`src/rtl/tw_pkg.sv`:
```
package tw_pkg;
   typedef enum logic [3:0] {
      CMD_HALT   = 4'b0000,
      CMD_RDACK  = 4'b0010,
      CMD_WR     = 4'b0011,
      CMD_STOP   = 4'b0101,
      CMD_RDLAST = 4'b0110,
      CMD_START  = 4'b1001
   } tw_cmd_e;

   localparam int BIT_ERR   = 7;
   localparam int BIT_BUSY  = 6;
   localparam int BIT_RXACK = 5;
   localparam int BIT_TXACK = 4;
   localparam int SLOT_ACK  = 8;

   function automatic logic cmd_valid(input logic [3:0] c);
      return c == CMD_HALT || c == CMD_RDACK || c == CMD_WR ||
             c == CMD_STOP || c == CMD_RDLAST || c == CMD_START;
   endfunction
endpackage

```
`src/rtl/tw_tick.sv`:
```
module tw_tick #(
   parameter int QDIV = 16
) (
   input  logic       clk,
   input  logic       rst_n,
   output logic       qtick,
   output logic [1:0] qph
);
   localparam int CW = (QDIV > 1) ? $clog2(QDIV) : 1;

   if (QDIV < 1) begin : g_bad_div
      $error("tw_tick: QDIV must be at least 1");
   end

   if (QDIV == 1) begin : g_nodiv
      assign qtick = 1'b1;
   end else begin : g_div
      logic [CW-1:0] cnt;
      always_ff @(posedge clk or negedge rst_n) begin
         if (!rst_n)                         cnt <= '0;
         else if (cnt == CW'(QDIV - 1))      cnt <= '0;
         else                                cnt <= cnt + 1'b1;
      end
      assign qtick = (cnt == CW'(QDIV - 1));
   end

   always_ff @(posedge clk or negedge rst_n) begin
      if (!rst_n)     qph <= 2'd0;
      else if (qtick) qph <= qph + 2'd1;
   end
endmodule

```
`src/rtl/tw_bitseq.sv`:
```
module tw_bitseq
   import tw_pkg::*;
(
   input  logic       clk,
   input  logic       rst_n,
   input  logic       qtick,
   input  logic [1:0] qph,
   input  logic       go,
   input  tw_cmd_e    go_cmd,
   input  logic [7:0] tx_byte,
   input  logic       halt,
   input  logic       sda_in,
   output logic       busy,
   output logic       scl_oe,
   output logic       sda_oe,
   output logic [7:0] rx_byte,
   output logic       rx_ack,
   output logic       tx_ack,
   output logic       fin,
   output logic       rx_op,
   output logic       irq
);
   tw_cmd_e    op;
   logic       pend, active, running;
   logic [3:0] bitn, nx;
   logic [7:0] shreg;
   logic       sb, is_byte, last;

   assign sb      = qtick && (qph == 2'd3);
   assign is_byte = (op == CMD_WR) || (op == CMD_RDACK) || (op == CMD_RDLAST);
   assign rx_op   = (op == CMD_RDACK) || (op == CMD_RDLAST);
   assign last    = is_byte ? (bitn == 4'(SLOT_ACK)) : 1'b1;
   assign nx      = pend ? 4'd0 : bitn + 4'd1;
   assign fin     = sb && active && last;
   assign scl_oe  = running && !qph[1];
   assign rx_byte = shreg;

   function automatic logic slot_drive(input tw_cmd_e o, input logic [3:0] n,
                                       input logic [7:0] s);
      case (o)
         CMD_WR:    return (n == 4'(SLOT_ACK)) ? 1'b0 : ~s[3'd7 - n[2:0]];
         CMD_RDACK: return (n == 4'(SLOT_ACK));
         CMD_STOP:  return 1'b1;
         default:   return 1'b0;
      endcase
   endfunction

   always_ff @(posedge clk or negedge rst_n) begin
      if (!rst_n) begin
         op <= CMD_HALT;  pend <= 1'b0; active <= 1'b0; running <= 1'b0;
         busy <= 1'b0;    bitn <= 4'd0; shreg <= 8'h00; sda_oe <= 1'b0;
         rx_ack <= 1'b1;  tx_ack <= 1'b1; irq <= 1'b0;
      end else begin
         irq <= 1'b0;
         if (halt) running <= 1'b0;
         if (go) begin
            busy <= 1'b1; pend <= 1'b1; op <= go_cmd; shreg <= tx_byte;
         end else if (sb && (pend || (active && !last))) begin
            pend   <= 1'b0;
            active <= 1'b1;
            bitn   <= nx;
            sda_oe <= slot_drive(op, nx, shreg);
            if (is_byte) running <= 1'b1;
         end else if (fin) begin
            active <= 1'b0;
            busy   <= 1'b0;
            irq    <= 1'b1;
            if (op == CMD_START) running <= 1'b1;
         end else if (qtick && active) begin
            if (qph == 2'd1) begin
               if (op == CMD_WR && bitn == 4'(SLOT_ACK)) rx_ack <= ~sda_in;
               if (rx_op && bitn < 4'(SLOT_ACK)) shreg <= {shreg[6:0], sda_in};
               if (rx_op && bitn == 4'(SLOT_ACK)) tx_ack <= (op == CMD_RDACK);
            end
            if (qph == 2'd2) begin
               if (op == CMD_START) sda_oe <= 1'b1;
               if (op == CMD_STOP)  sda_oe <= 1'b0;
            end
         end
      end
   end

   // data moves under a high clock only inside start/stop primitives
   a_r8_sda_stable_scl_high: assert property (@(posedge clk) disable iff (!rst_n)
      (!scl_oe && !$past(scl_oe) && (sda_oe != $past(sda_oe)))
         |-> (op == CMD_START || op == CMD_STOP));
   // interrupt accompanies every BUSY fall
   a_r6_irq_on_busy_fall: assert property (@(posedge clk) disable iff (!rst_n)
      $fell(busy) |-> irq);
   // interrupt is a single-cycle pulse
   a_r6_irq_one_cycle: assert property (@(posedge clk) disable iff (!rst_n)
      irq |=> !irq);
   // BUSY holds until the primitive finishes
   a_r6_busy_held: assert property (@(posedge clk) disable iff (!rst_n)
      (busy && !fin) |=> busy);
endmodule

```
`src/rtl/twowire_eeprom_master.sv`:
```
module twowire_eeprom_master
   import tw_pkg::*;
#(
   parameter int CLK_HZ = 5_000_000,
   parameter int SCL_HZ = 78_000
) (
   input  logic       clk,
   input  logic       rst_n,
   input  logic       ctl_wr,
   input  logic       data_wr,
   input  logic [7:0] wdata,
   output logic [7:0] ctl_rdata,
   output logic [7:0] data_rdata,
   output logic       scl_oe,
   output logic       sda_oe,
   input  logic       sda_in,
   output logic       irq
);
   localparam int QDIV = CLK_HZ / (4 * SCL_HZ);

   if (SCL_HZ < 1 || QDIV < 1) begin : g_bad_rate
      $error("twowire_eeprom_master: SCL_HZ must be positive and at most CLK_HZ/4");
   end

   logic       qtick, busy, rx_ack, tx_ack, fin, rx_op;
   logic [1:0] qph;
   logic [7:0] rx_byte, dreg;
   logic       err, accept, valid, go, halt;

   assign valid  = cmd_valid(wdata[3:0]);
   assign accept = ctl_wr && !busy;
   assign go     = accept && valid && (wdata[3:0] != CMD_HALT);
   assign halt   = accept && (wdata[3:0] == CMD_HALT);

   tw_tick #(.QDIV(QDIV)) u_tick (
      .clk(clk), .rst_n(rst_n), .qtick(qtick), .qph(qph)
   );

   tw_bitseq u_seq (
      .clk(clk), .rst_n(rst_n), .qtick(qtick), .qph(qph),
      .go(go), .go_cmd(tw_cmd_e'(wdata[3:0])), .tx_byte(dreg), .halt(halt),
      .sda_in(sda_in), .busy(busy), .scl_oe(scl_oe), .sda_oe(sda_oe),
      .rx_byte(rx_byte), .rx_ack(rx_ack), .tx_ack(tx_ack), .fin(fin),
      .rx_op(rx_op), .irq(irq)
   );

   always_ff @(posedge clk or negedge rst_n) begin
      if (!rst_n)      err <= 1'b0;
      else if (accept) err <= !valid;
   end

   always_ff @(posedge clk or negedge rst_n) begin
      if (!rst_n)              dreg <= 8'h00;
      else if (data_wr)        dreg <= wdata;
      else if (fin && rx_op)   dreg <= rx_byte;
   end

   always_comb begin
      ctl_rdata            = 8'h00;
      ctl_rdata[BIT_ERR]   = err;
      ctl_rdata[BIT_BUSY]  = busy;
      ctl_rdata[BIT_RXACK] = rx_ack;
      ctl_rdata[BIT_TXACK] = tx_ack;
   end
   assign data_rdata = dreg;

   // an illegal code flags ERROR and never starts a primitive
   a_r2_bad_code_no_busy: assert property (@(posedge clk) disable iff (!rst_n)
      (ctl_wr && !busy && !valid) |=> (ctl_rdata[BIT_ERR] && !busy));
   // writes during BUSY leave ERROR unchanged
   a_r9_busy_write_ignored: assert property (@(posedge clk) disable iff (!rst_n)
      (ctl_wr && busy) |=> $stable(ctl_rdata[BIT_ERR]));
   // a valid accepted command clears ERROR
   a_r10_valid_clears_err: assert property (@(posedge clk) disable iff (!rst_n)
      (ctl_wr && !busy && valid) |=> !ctl_rdata[BIT_ERR]);
endmodule

```
`config.mk`:
```
export PLATFORM = sky130hd
export DESIGN_NAME = twowire_eeprom_master
export DESIGN_NICKNAME = d
export VERILOG_FILES = /design/src/rtl/tw_pkg.sv /design/src/rtl/tw_tick.sv /design/src/rtl/tw_bitseq.sv /design/src/rtl/twowire_eeprom_master.sv
export SDC_FILE = /design/constraint.sdc
export NUM_CORES = 1
export LEC_CHECK = 0
export CORE_MARGIN = 1.5
export CORE_UTILIZATION = 23
export CTS_CLUSTER_SIZE = 20
export DETAILED_ROUTE_END_ITERATION = 6
export PLACE_DENSITY = 0.36
export SKIP_LAST_GASP = 1
export SYNTH_ARGS = -nofsm -noshare
export SYNTH_HDL_FRONTEND = slang
export SYNTH_SLANG_ARGS = --single-unit
```
`constraint.sdc`:
```
create_clock -name clk -period 2.5 [get_ports clk]
set_input_delay 0.25 -clock clk [delete_from_list [all_inputs] [get_ports clk]]
set_output_delay 0.25 -clock clk [all_outputs]
set_load 0.1 [all_outputs]
```
**Yosys cells after proc, flatten, opt, wreduce, memory -nomap -nowiden**

Cells that the tools add are included.
W data, S select, Z words.

- Register bits after elaboration: 39
- Input bits: 13
- Output and inout port bits: 19
- Word-level logic and storage cells: 128

- $add $sub $neg: 4
- Order comparisons: 2
- Equal/unequal tests: 19
- Mux-type cells: 36
- Bitwise logic cells: 5
- Reductions and logical operators: 47

Operator list:

| kind | count |
|---|---|
| $mux W8 | 8 |
| $mux W1 | 24 |
| $eq A4 B4 Y1 const B | 5 |
| $reduce_bool A2 Y1 | 9 |
| $eq A4 B2 Y1 const B | 4 |
| $eq A4 B3 Y1 const B | 4 |
| $logic_and A1 B1 Y1 | 15 |
| $reduce_and A6 Y1 | 2 |
| $reduce_and A5 Y1 | 2 |
| $logic_or A1 B1 Y1 | 9 |
| $add A4 B1 Y4 const B | 2 |
| $mux W4 | 2 |
| $reduce_and A2 Y1 | 3 |
| $not A1 Y1 | 5 |
| $eq A2 B2 Y1 const B | 2 |
| $logic_not A1 Y1 | 4 |
| $logic_not A4 Y1 | 1 |
| $lt A3 B4 Y1 const B | 1 |
| $lt A4 B4 Y1 const B | 1 |
| $ne A2 B1 Y1 const B | 2 |
| $reduce_bool A4 Y1 | 1 |
| $bmux W1 S3 | 1 |
| $pmux W1 S3 | 1 |
| $reduce_bool A3 Y1 | 1 |
| 4 further kinds | 4 |

**Logic depth before layout (Yosys ltp)**

Gate-level depths: netlist of run 1.

- Depth in word-level cells: 10
- Mapped depth: 9
- Gate-level depth less buffers: 8

**Cells and area by module**

A second synthesis of run 1 with hierarchy kept.

- Cell total of the unflattened synthesis: 231
- Area total of the unflattened synthesis: 2159.6 sq um

By module, submodules not included:

| module | times used | cells each | area an instance (sq um) | sequential area each (sq um) |
|---|---|---|---|---|
| tw_bitseq | 1 | 157 | 1375.1 | 603.1 |
| twowire_eeprom_master | 1 | 56 | 541.8 | 225.2 |
| tw_tick | 1 | 18 | 242.7 | 150.1 |

**Worst setup path before layout of run 1**

OpenSTA, ideal clock, no wires.

- Path type: reg2out
- Start point: reg u_tick.qph[1]
- End point: out scl_oe
- Arrival time: 1.750 ns
- Required time: 2.250 ns
- Setup slack: 0.500 ns
- Stages on the path, launching flop included: 2
- Path buffers: 0
- Cells stage by stage: dfrtp_1 -> nor2b_1

- Word-level cells in the longest chain between the ends: 2

RTL lines:

| what | line | source |
|---|---|---|
| start, declared | tw_tick.sv:7 | `output logic [1:0] qph` |
| start signal, assigned | tw_tick.sv:29 | `else if (qtick) qph <= qph + 2'd1;` |
| $logic_not A1 Y1 | tw_bitseq.sv:35 | `assign scl_oe = running && !qph[1];` |
| $logic_and A1 B1 Y1 | tw_bitseq.sv:35 |  |
| end, declared | twowire_eeprom_master.sv:14 | `output logic scl_oe,` |

Every way passes these cells.

**Worst setup path after layout of run 1**

- Start point: reg u_seq.bitn[0]
- End point: reg u_seq.sda_oe

- Word-level cells in the longest chain between the ends: 9

RTL lines:

| what | line | source |
|---|---|---|
| start, declared | tw_bitseq.sv:25 | `logic [3:0] bitn, nx;` |
| start signal, assigned | tw_bitseq.sv:61 | `bitn <= nx;` |
| $add A4 B1 Y4 | tw_bitseq.sv:33 | `assign nx = pend ? 4'd0 : bitn + 4'd1;` |
| $mux W4 | tw_bitseq.sv:33 |  |
| $sub A3 B3 Y3 | tw_bitseq.sv:41 | `CMD_WR: return (n == 4'(SLOT_ACK)) ? 1'b0 : ~s[3'd7 - n[2:0]];` |
| $bmux W1 S3 | tw_bitseq.sv:41 |  |
| $mux W1 (not written as such) | tw_bitseq.sv:41 |  |
| $not A1 Y1 | tw_bitseq.sv:41 |  |
| $mux W1 | tw_bitseq.sv:41 |  |
| $pmux W1 S3 | tw_bitseq.sv:40 | `case (o)` |
| $mux W1 | tw_bitseq.sv:58 | `end else if (sb && (pend \|\| (active && !last))) begin` |
| end signal, assigned | tw_bitseq.sv:62 | `sda_oe <= slot_drive(op, nx, shreg);` |
| end, declared | tw_bitseq.sv:15 | `output logic sda_oe,` |

Several ways; a longest one is shown, not always the timed one. The select of a mux whose other input is x is not followed.
A chain may end at the register's enable or synchronous reset.

==> results of run 1 <==
[worst max-delay path, cell delays in order (launching register included)]
cell and delay [ns]:
sky130_fd_sc_hd__dfrtp_1 0.42, sky130_fd_sc_hd__inv_1 0.08, sky130_fd_sc_hd__ha_1 0.37, sky130_fd_sc_hd__nor3_1 0.28, sky130_fd_sc_hd__or3b_2 0.47, sky130_fd_sc_hd__nand4_1 0.11, sky130_fd_sc_hd__a31o_2 0.18, sky130_fd_sc_hd__a21oi_1 0.07
[path summary, 6_finish.rpt]
kind	to	depth (start not counted)	slack, ns	from
max in group asynchronous	u_seq.op[2]	1	1.80	rst_n
min in group clk	u_seq.tx_ack	2	0.48	u_seq.tx_ack
hold reg to reg	u_seq.tx_ack	2	0.48	u_seq.tx_ack
setup / recovery	u_seq.sda_oe	7	0.40	u_seq.bitn[0]
setup reg to reg	u_seq.sda_oe	7	0.40	u_seq.bitn[0]
hold / removal	u_tick.g_div.cnt[2]	1	0.10	rst_n
[power by group through the flow]
stage | registers, mW | logic, mW | clock network, mW
6_report | 0.662 | 0.220 | 0.448
3_3_place_gp | 0.675 | 0.223 | 0
4_1_cts | 0.663 | 0.223 | 0.481
3_5_place_dp | 0.675 | 0.223 | 0
5_1_grt | 0.666 | 0.233 | 0.509
2_1_floorplan | 0.757 | 0.0745 | 0
[synthesized netlist by cell type, types with 3 or more instances]
cell type,instances
sky130_fd_sc_hd__dfrtp_1,37
sky130_fd_sc_hd__nand2_1,31
sky130_fd_sc_hd__o21ai_0,25
sky130_fd_sc_hd__mux2i_1,16
sky130_fd_sc_hd__buf_4,12
sky130_fd_sc_hd__nor2_1,11
sky130_fd_sc_hd__inv_1,9
sky130_fd_sc_hd__a21oi_1,7
sky130_fd_sc_hd__nor2b_1,7
sky130_fd_sc_hd__ha_1,6
sky130_fd_sc_hd__mux2_2,6
sky130_fd_sc_hd__nand2b_1,4
sky130_fd_sc_hd__nand3_1,4
sky130_fd_sc_hd__nor3_1,4
sky130_fd_sc_hd__nand4_1,3
sky130_fd_sc_hd__xor2_1,3
[flip-flops by register name (all words and copies together) (netlist names)]
signal,flops
data_rdata,8
err,1
u_seq.active,1
u_seq.bitn,4
u_seq.busy,1
u_seq.irq,1
u_seq.op,4
u_seq.pend,1
u_seq.running,1
u_seq.rx_ack,1
u_seq.rx_byte,8
u_seq.sda_oe,1
u_seq.tx_ack,1
u_tick.g_div.cnt,4
u_tick.qph,2
[stage by stage]
| step | hold slack [ns] | std cells | setup slack [ns] | area, um^2 | util, % |
|---|---|---|---|---|---|
| detailed placement | 0.457 | 372 | 0.261 | 2520 | 27.3 |
| global route | 0.170 | 380 | 0.205 | 2620 | 28.3 |
| floorplan | -0.0456 | 226 | 0.500 | 2210 | - |
| finish | 0.104 | 380 | 0.398 | 2620 | 28.3 |
| CTS | 0.135 | 380 | 0.370 | 2620 | 28.3 |
| global placement | 0.466 | 372 | 0.314 | 2520 | 27.3 |
[cell families (layout without fill, tap and decap cells)]
family / Yosys count / count (layout)
muxes: 24 / 24
buffers and inverters: 24 / 49
and+or+nand+nor: 79 / 79
DFF: 39 / 39
xor gates and xnor gates: 4 / 4
other: 1 / 4
AOI/OAI and AO/OA: 46 / 46
adders and majority gates: 6 / 6
[area by class of cell]
type	count	area share, %
Tap cell	129	6.17
Multi-Input combinational cell	163	41.5
Clock buffer	7	3.30
Timing Repair Buffer	32	10.1
Inverter	9	1.29
Sequential cell	39	37.4
Clock inverter	1	0.191
[routing by layer]
metal  vias up  wire length (um)  track usage, %
li1        817                 -               -
met1       787              2730            16.6
met2        33              2160            15.7
met3         5               177            2.29
met4         0                34            2.93
met5         -                 0               0
==> impl.org, run 1 <==
** Outcome
- Status :: finished clean

** Global routing
- Overflow after GRT :: 0
- The first global-routing pass estimated 8660 um of wire.
- Vias in the first global route :: 1609
- For this run, the total global-route usage over all layers was measured as 11.0%.
- The initial antenna violation count came to 0.
- Largest net degree at the start of global routing :: 40

** Die
- The die covers 10100 um^2.
- Height of the chip :: 101 um
- Starting density of the core :: 23.8%
- Placement Rows :: 35
- Die Span X :: 101 um
- Area inside the core boundary :: 9240 um^2
- 32 I/O pins were placed.

** Timing
- Highest attainable clock frequency :: 0.476 GHz
- Setup repair after global routing missed its margin :: no
- Final cycle utilization of the critical path :: 84.1%
- Max-slew violation count :: 0
- After routing, the total negative slack on setup checks comes to 0 ns.
- At the pin with the least slew margin, the transition time is 0.956 ns.
- Headroom to the max-slew limit :: 36.3%
- Final number of setup-violating endpoints :: 0
- The final hold violation count was 0.
- Final worst clock skew :: 0.00670 ns
- Final critical-path required period :: 2.10 ns

** Pwr
- IR analysis of the VDD net gives a maximum drop of 0.277 mV.
- The share of total power dissipated in the clock network is 33.7%.
- In this run the power density over the cells is 509 nW/um^2.
- Of the total power, the share spent switching nets is 30.8%.
- Per report_power, the combinational group accounts for 16.5% of the total.
- Switching power :: 410 uW
- Total power draw :: 1.33 mW
- In this run, flip-flops and latches consume 49.8% of the power.
- Pint :: 921 uW
- The analysis attributes to cell leakage a power of 1.26 nW.

** Placement
- Final weighted congestion in routability-driven placement :: 0.763
- PortBufs :: 27
- Total half-perimeter wirelength after legalization and detailed placement :: 3720 um

** Hold path
- Class of the worst hold path :: in2async

** Logic synthesis
- In the synthesized netlist the dominant register cell turns out to be sky130_fd_sc_hd__dfrtp_1.
- The mapped netlist covers 2190 um^2.
- After synthesis, the netlist uses 46 different library cells.
- Sorting the synthesized cells by area gives the leading types as sky130_fd_sc_hd__dfrtp_1, sky130_fd_sc_hd__mux2i_1, sky130_fd_sc_hd__o21ai_0, sky130_fd_sc_hd__nand2_1, sky130_fd_sc_hd__buf_4.
- Synthesis produced 223 cells.
- The synthesized netlist devotes 13.3% of its cell area to compound gates.
- After synthesis, the share of flip-flops with an asynchronous set or reset is 100%.
- Avg Cell Area, Syn :: 9.84 um^2
- The synthesized netlist devotes 1.60% of its cell area to XOR and XNOR gates.
- Largest family of logic cells by synthesized area :: simple AND/OR/NAND/NOR gates
- Summing the areas of all fa, ha and maj instances in the mapped netlist gives 3.42% of the synthesized area.
- #FFs+latches synth :: 39
- For this run, the number of Yosys warnings is 0.
- The synthesized design contains 0 enable-type register cells.
- Of the total synthesized cell area, the portion taken by AND, OR, NAND and NOR gates is 18.4%.
- Share of Yosys cell area claimed by the top area cell type :: 42.2%
- Summing the sequential cell areas from Yosys gives 44.6% of the chip area.
- Multiplexer cells account for 12.1% of the synthesized area.
- sky130_fd_sc_hd__dfrtp_1 takes more of the synthesized area than any other cell.

** CTS
- Number of buffers created by CTS :: 5
- The number of setup buffers added after CTS is 0.
- Max clock buf depth :: 2
- For this design, the sink count on the clock tree is 39.
- CTS tree :: built
- In this run, post-CTS hold repair placed 0 buffers.
- The H-tree was split into 2 levels.
- Root Driver :: sky130_fd_sc_hd__clkbuf_8
- Gates resized, CTS repair :: 0
- The clock reaches the later pin of the worst-skew pair after 0.29 ns.
- Clock Pin Slew Worst Setup and Hold Paths :: 0.08 ns

** Critical path
- Critical Path Sink Type :: register
- Data required time of the critical path :: 2.67 ns
- Critical path class :: reg2reg
- Top fanout value on the critical path :: 5
- Startpoint kind of the worst setup timing path :: register
- Data on the critical path arrives at its endpoint at 2.28 ns.

** Routing
- For this run, design rule violations remaining after detail routing come to 0.
- In the final routed layout, each cell accounts on average for 13.4 um.
- The routed design has 5110 um of wire.
- Detail Route Antenna Nets :: 0
- The detailed router finished its first iteration with 41 violations.
- DRT Pass-1 Iters :: 4
- Routed via count :: 1642
- Dividing the detail-routed via count by the number of cells gives 4.32.

** Final layout
- The number of antenna diodes in the final layout is 0.
- Final net count :: 269
- The library cell used most frequently in the layout, excluding fill and tap cells, is sky130_fd_sc_hd__dfrtp_1.
- Summing all multi-input logic gate instances after layout gives 1080 um^2.
- Compared with the post-synthesis result, the final layout area differs by 19.2%.
- Across the whole layout, storage elements account for 978 um^2.
- In the final layout, the share of cells above drive strength 1 is 18.7%.
- Most used cells in the layout excluding fill and tap cells :: sky130_fd_sc_hd__dfrtp_1, sky130_fd_sc_hd__nand2_1, sky130_fd_sc_hd__o21ai_0, sky130_fd_sc_hd__buf_4, sky130_fd_sc_hd__mux2i_1
- Count of filler cells inserted in the layout :: 987

** Job
- Maximum capacitance violations :: 0
Power figures use the tool's default switching activity.
==> inputs of run 2 (changes only) <==
==> constraint.sdc (replaced) <==
create_clock -name clk -period 2.2 [get_ports clk]
set_input_delay 0.22 -clock clk [delete_from_list [all_inputs] [get_ports clk]]
set_output_delay 0.22 -clock clk [all_outputs]
set_load 0.1 [all_outputs]
==> run 2 against run 1 <==
Non-clock buffer count grew 8; total power increased by 14%; critical path depth is the same; design area grew 2.9%; utilization rose by 0.81 points; largest power group unchanged; register-to-register slack worse by 0.18 ns; highest routed layer unchanged.
==> impl.org, run 2 (synthesis gave the netlist of run 1 again) <==
** Critical path
- R2r endpoint :: u_seq.sda_oe
- Start of the worst register-to-register path :: u_seq.bitn[0]
- At the worst endpoint, the required time is 2.38 ns.
- Counting cells, the worst reg-to-reg path comes to 7.
- Slack of the worst reg-to-reg path :: 0.22 ns
- Startpoint kind of the worst setup timing path :: register
- Worst setup path startpoint :: u_seq.bitn[0]
- Critical-path cell with the highest stage delay :: sky130_fd_sc_hd__or3b_2
- Critical Path Sink Type :: register
- By startpoint and endpoint, the worst setup path is classified as reg2reg.
- Ordered list of cells on the worst path :: ha_1, xor2_1, nor3_1, or3b_2, nand4_1, a31o_2, a21oi_1
- STA puts the critical path data arrival time at 2.16 ns.
- For this run, the slowest stage of the critical path takes 0.46 ns.
- Top fanout value on the critical path :: 5

** Final layout
- Most common cell after layout, fill and taps aside :: sky130_fd_sc_hd__dfrtp_1
- Total non-filler cell area in the finished layout :: 2690 um^2
- Area delta synth->final :: 22.6%
- The net count of the finished layout is 277.
- Layout cells sized above 1 :: 20.8%
- In the layout the commonest cells are sky130_fd_sc_hd__dfrtp_1, sky130_fd_sc_hd__nand2_1, sky130_fd_sc_hd__buf_4, sky130_fd_sc_hd__o21ai_0, sky130_fd_sc_hd__mux2i_1.
- Total inserted antenna cells :: 0

** Routing
- Routed via count :: 1643
- WL per Instance :: 13.4 um
- Detail Route Antenna Nets :: 0
- Drt initial violations :: 24
- After detailed routing, the number of remaining DRC violations is 0.
- Dividing the detail-routed via count by the number of cells gives 4.23.
- DRT Pass-1 Iters :: 4
- Total length of routed wires :: 5200 um

** Global routing
- The number of global-route vias before repair was 1636.
- Total routing usage reported by global routing :: 10.9%
- Global-route wire length before repair :: 8570 um
- Overflow after GRT :: 0
- Largest net degree at the start of global routing :: 22
- The initial antenna violation count is 0.

** Pwr
- Power per standard cell area :: 564 nW/um^2
- Pleak :: 1.31 nW
- VDD sags by at most 0.235 mV.

** CTS
- Clock Pin Slew Worst Setup and Hold Paths :: 0.08 ns
- CTS tree :: built
- H-tree levels :: 2
- Clock latency on the worst-skew pair, taken at its later pin, is 0.29 ns.
- No sink is reached through more buffers than the 2 on the longest clock path.
- The number of clock buffers added by TritonCTS is 5.
- Root Driver :: sky130_fd_sc_hd__clkbuf_8
- Number of clock sinks :: 39

** Placement
- PortBufs :: 27
- Post-placement setup slack :: 0.0441 ns
- Once placement finished, the instance area stood at 2590 um^2.
- Once detailed placement completed, the half-perimeter wirelength came to 3860 um.
- At the end of routability-driven placement, the weighted congestion stood at 0.787.

** Die
- Die Span X :: 101 um
- Area inside the core boundary :: 9240 um^2
- Boundary Pins :: 32
- Starting density of the core :: 23.8%
- Placement Rows :: 35
- Die footprint :: 10100 um^2
- Height of the chip :: 101 um

** Timing
- Measured against its own limit, the worst slew margin works out to 66.6%.
- The worst path uses 90.1% of the clock period.
- Post-route worst hold slack :: 0.430 ns
- Final Hold Fails :: 0
- Setup repair after global routing missed its margin :: no
- Final worst clock skew :: 0.00504 ns
- For the final routed database, the setup TNS stands at 0 ns.
- Setup violations remaining at the end of the flow were counted as 0.
- For the pin with the worst max-slew slack, the measured transition is 0.500 ns.
- Final critical-path required period :: 1.98 ns
- Final setup slack of the worst path :: 0.218 ns
- Max-slew violation count :: 0
- For this run, the top clock speed supported by timing is 0.505 GHz.

** Outcome
- Status :: finished clean

** Hold path
- The path class of the tightest hold or removal check is in2async.

** Job
- Maximum capacitance violations :: 0
-- run 2: cell types whose count changed in the layout (fill, tap and decap cells not counted) --
cell,delta
sky130_fd_sc_hd__dlygate4sd3_1,+1
sky130_fd_sc_hd__buf_4,+6
sky130_fd_sc_hd__buf_12,+1
-- run 2: final cells by class --
type,instances,area (um^2)
Inverter,9,33.8
Timing Repair Buffer,40,340
Sequential cell,39,978
Tap cell,129,161
Clock inverter,1,5.00
Fill cell,993,6550
Clock buffer,7,86.3
Multi-Input combinational cell,163,1080
-- run 2: how the worst max path moves through the flow --
stage	to	depth (start not counted)	slack, ns
after floorplan	scl_oe	1	0.23
after global placement	u_seq.rx_ack	7	0.1
after detailed placement	u_seq.rx_byte[7]	6	0.04
after CTS	u_seq.sda_oe	7	0.21
after global routing	u_seq.sda_oe	7	0.13
final	u_seq.sda_oe	7	0.22
-- run 2: stage by stage --
stage,utilization [%],instances,power (mW)
finish,29.1,388,1.52
detailed placement,28.0,379,1.03
global placement,28.0,379,1.03
global route,29.1,388,1.60
floorplan,-,226,0.945
CTS,29.1,388,1.55
-- run 2: report_power, final --
| part | switching, mW | internal, mW | total [mW] |
|---|---|---|---|
| Combinational | 0.192 | 0.0658 | 0.258 |
| Sequential | 0.0177 | 0.735 | 0.753 |
| Clock | 0.252 | 0.253 | 0.506 |
| Total | 0.462 | 1.05 | 1.52 |
-- run 2: layer usage --
metal / wire (um) / GRT usage, % / part of all wire, % / vias up
met2: 2290 / 16.6 / 44 / 33
met3: 169 / 2.36 / 3.3 / 4
met1: 2700 / 15.8 / 52 / 769
met4: 30 / 2.60 / 0.58 / 0
met5: 0 / 0 / 0 / -
li1: - / - / - / 837
-- run 2: worst max-delay path, delay by kind of cell, from the launching register on --
kind,cells,cell delay [ns]
fa+ha+maj,1,0.25
compound gates,2,0.25
xor+xnor,1,0.18
flops,1,0.42
simple gates,3,0.77
-- run 2: timing repair --
action / in CTS / in global routing
hold buffers: 1 / 0
buffers inserted: 0 / 0
hold endpoints to repair: 17 / 0
gates resized for setup: 0 / 0
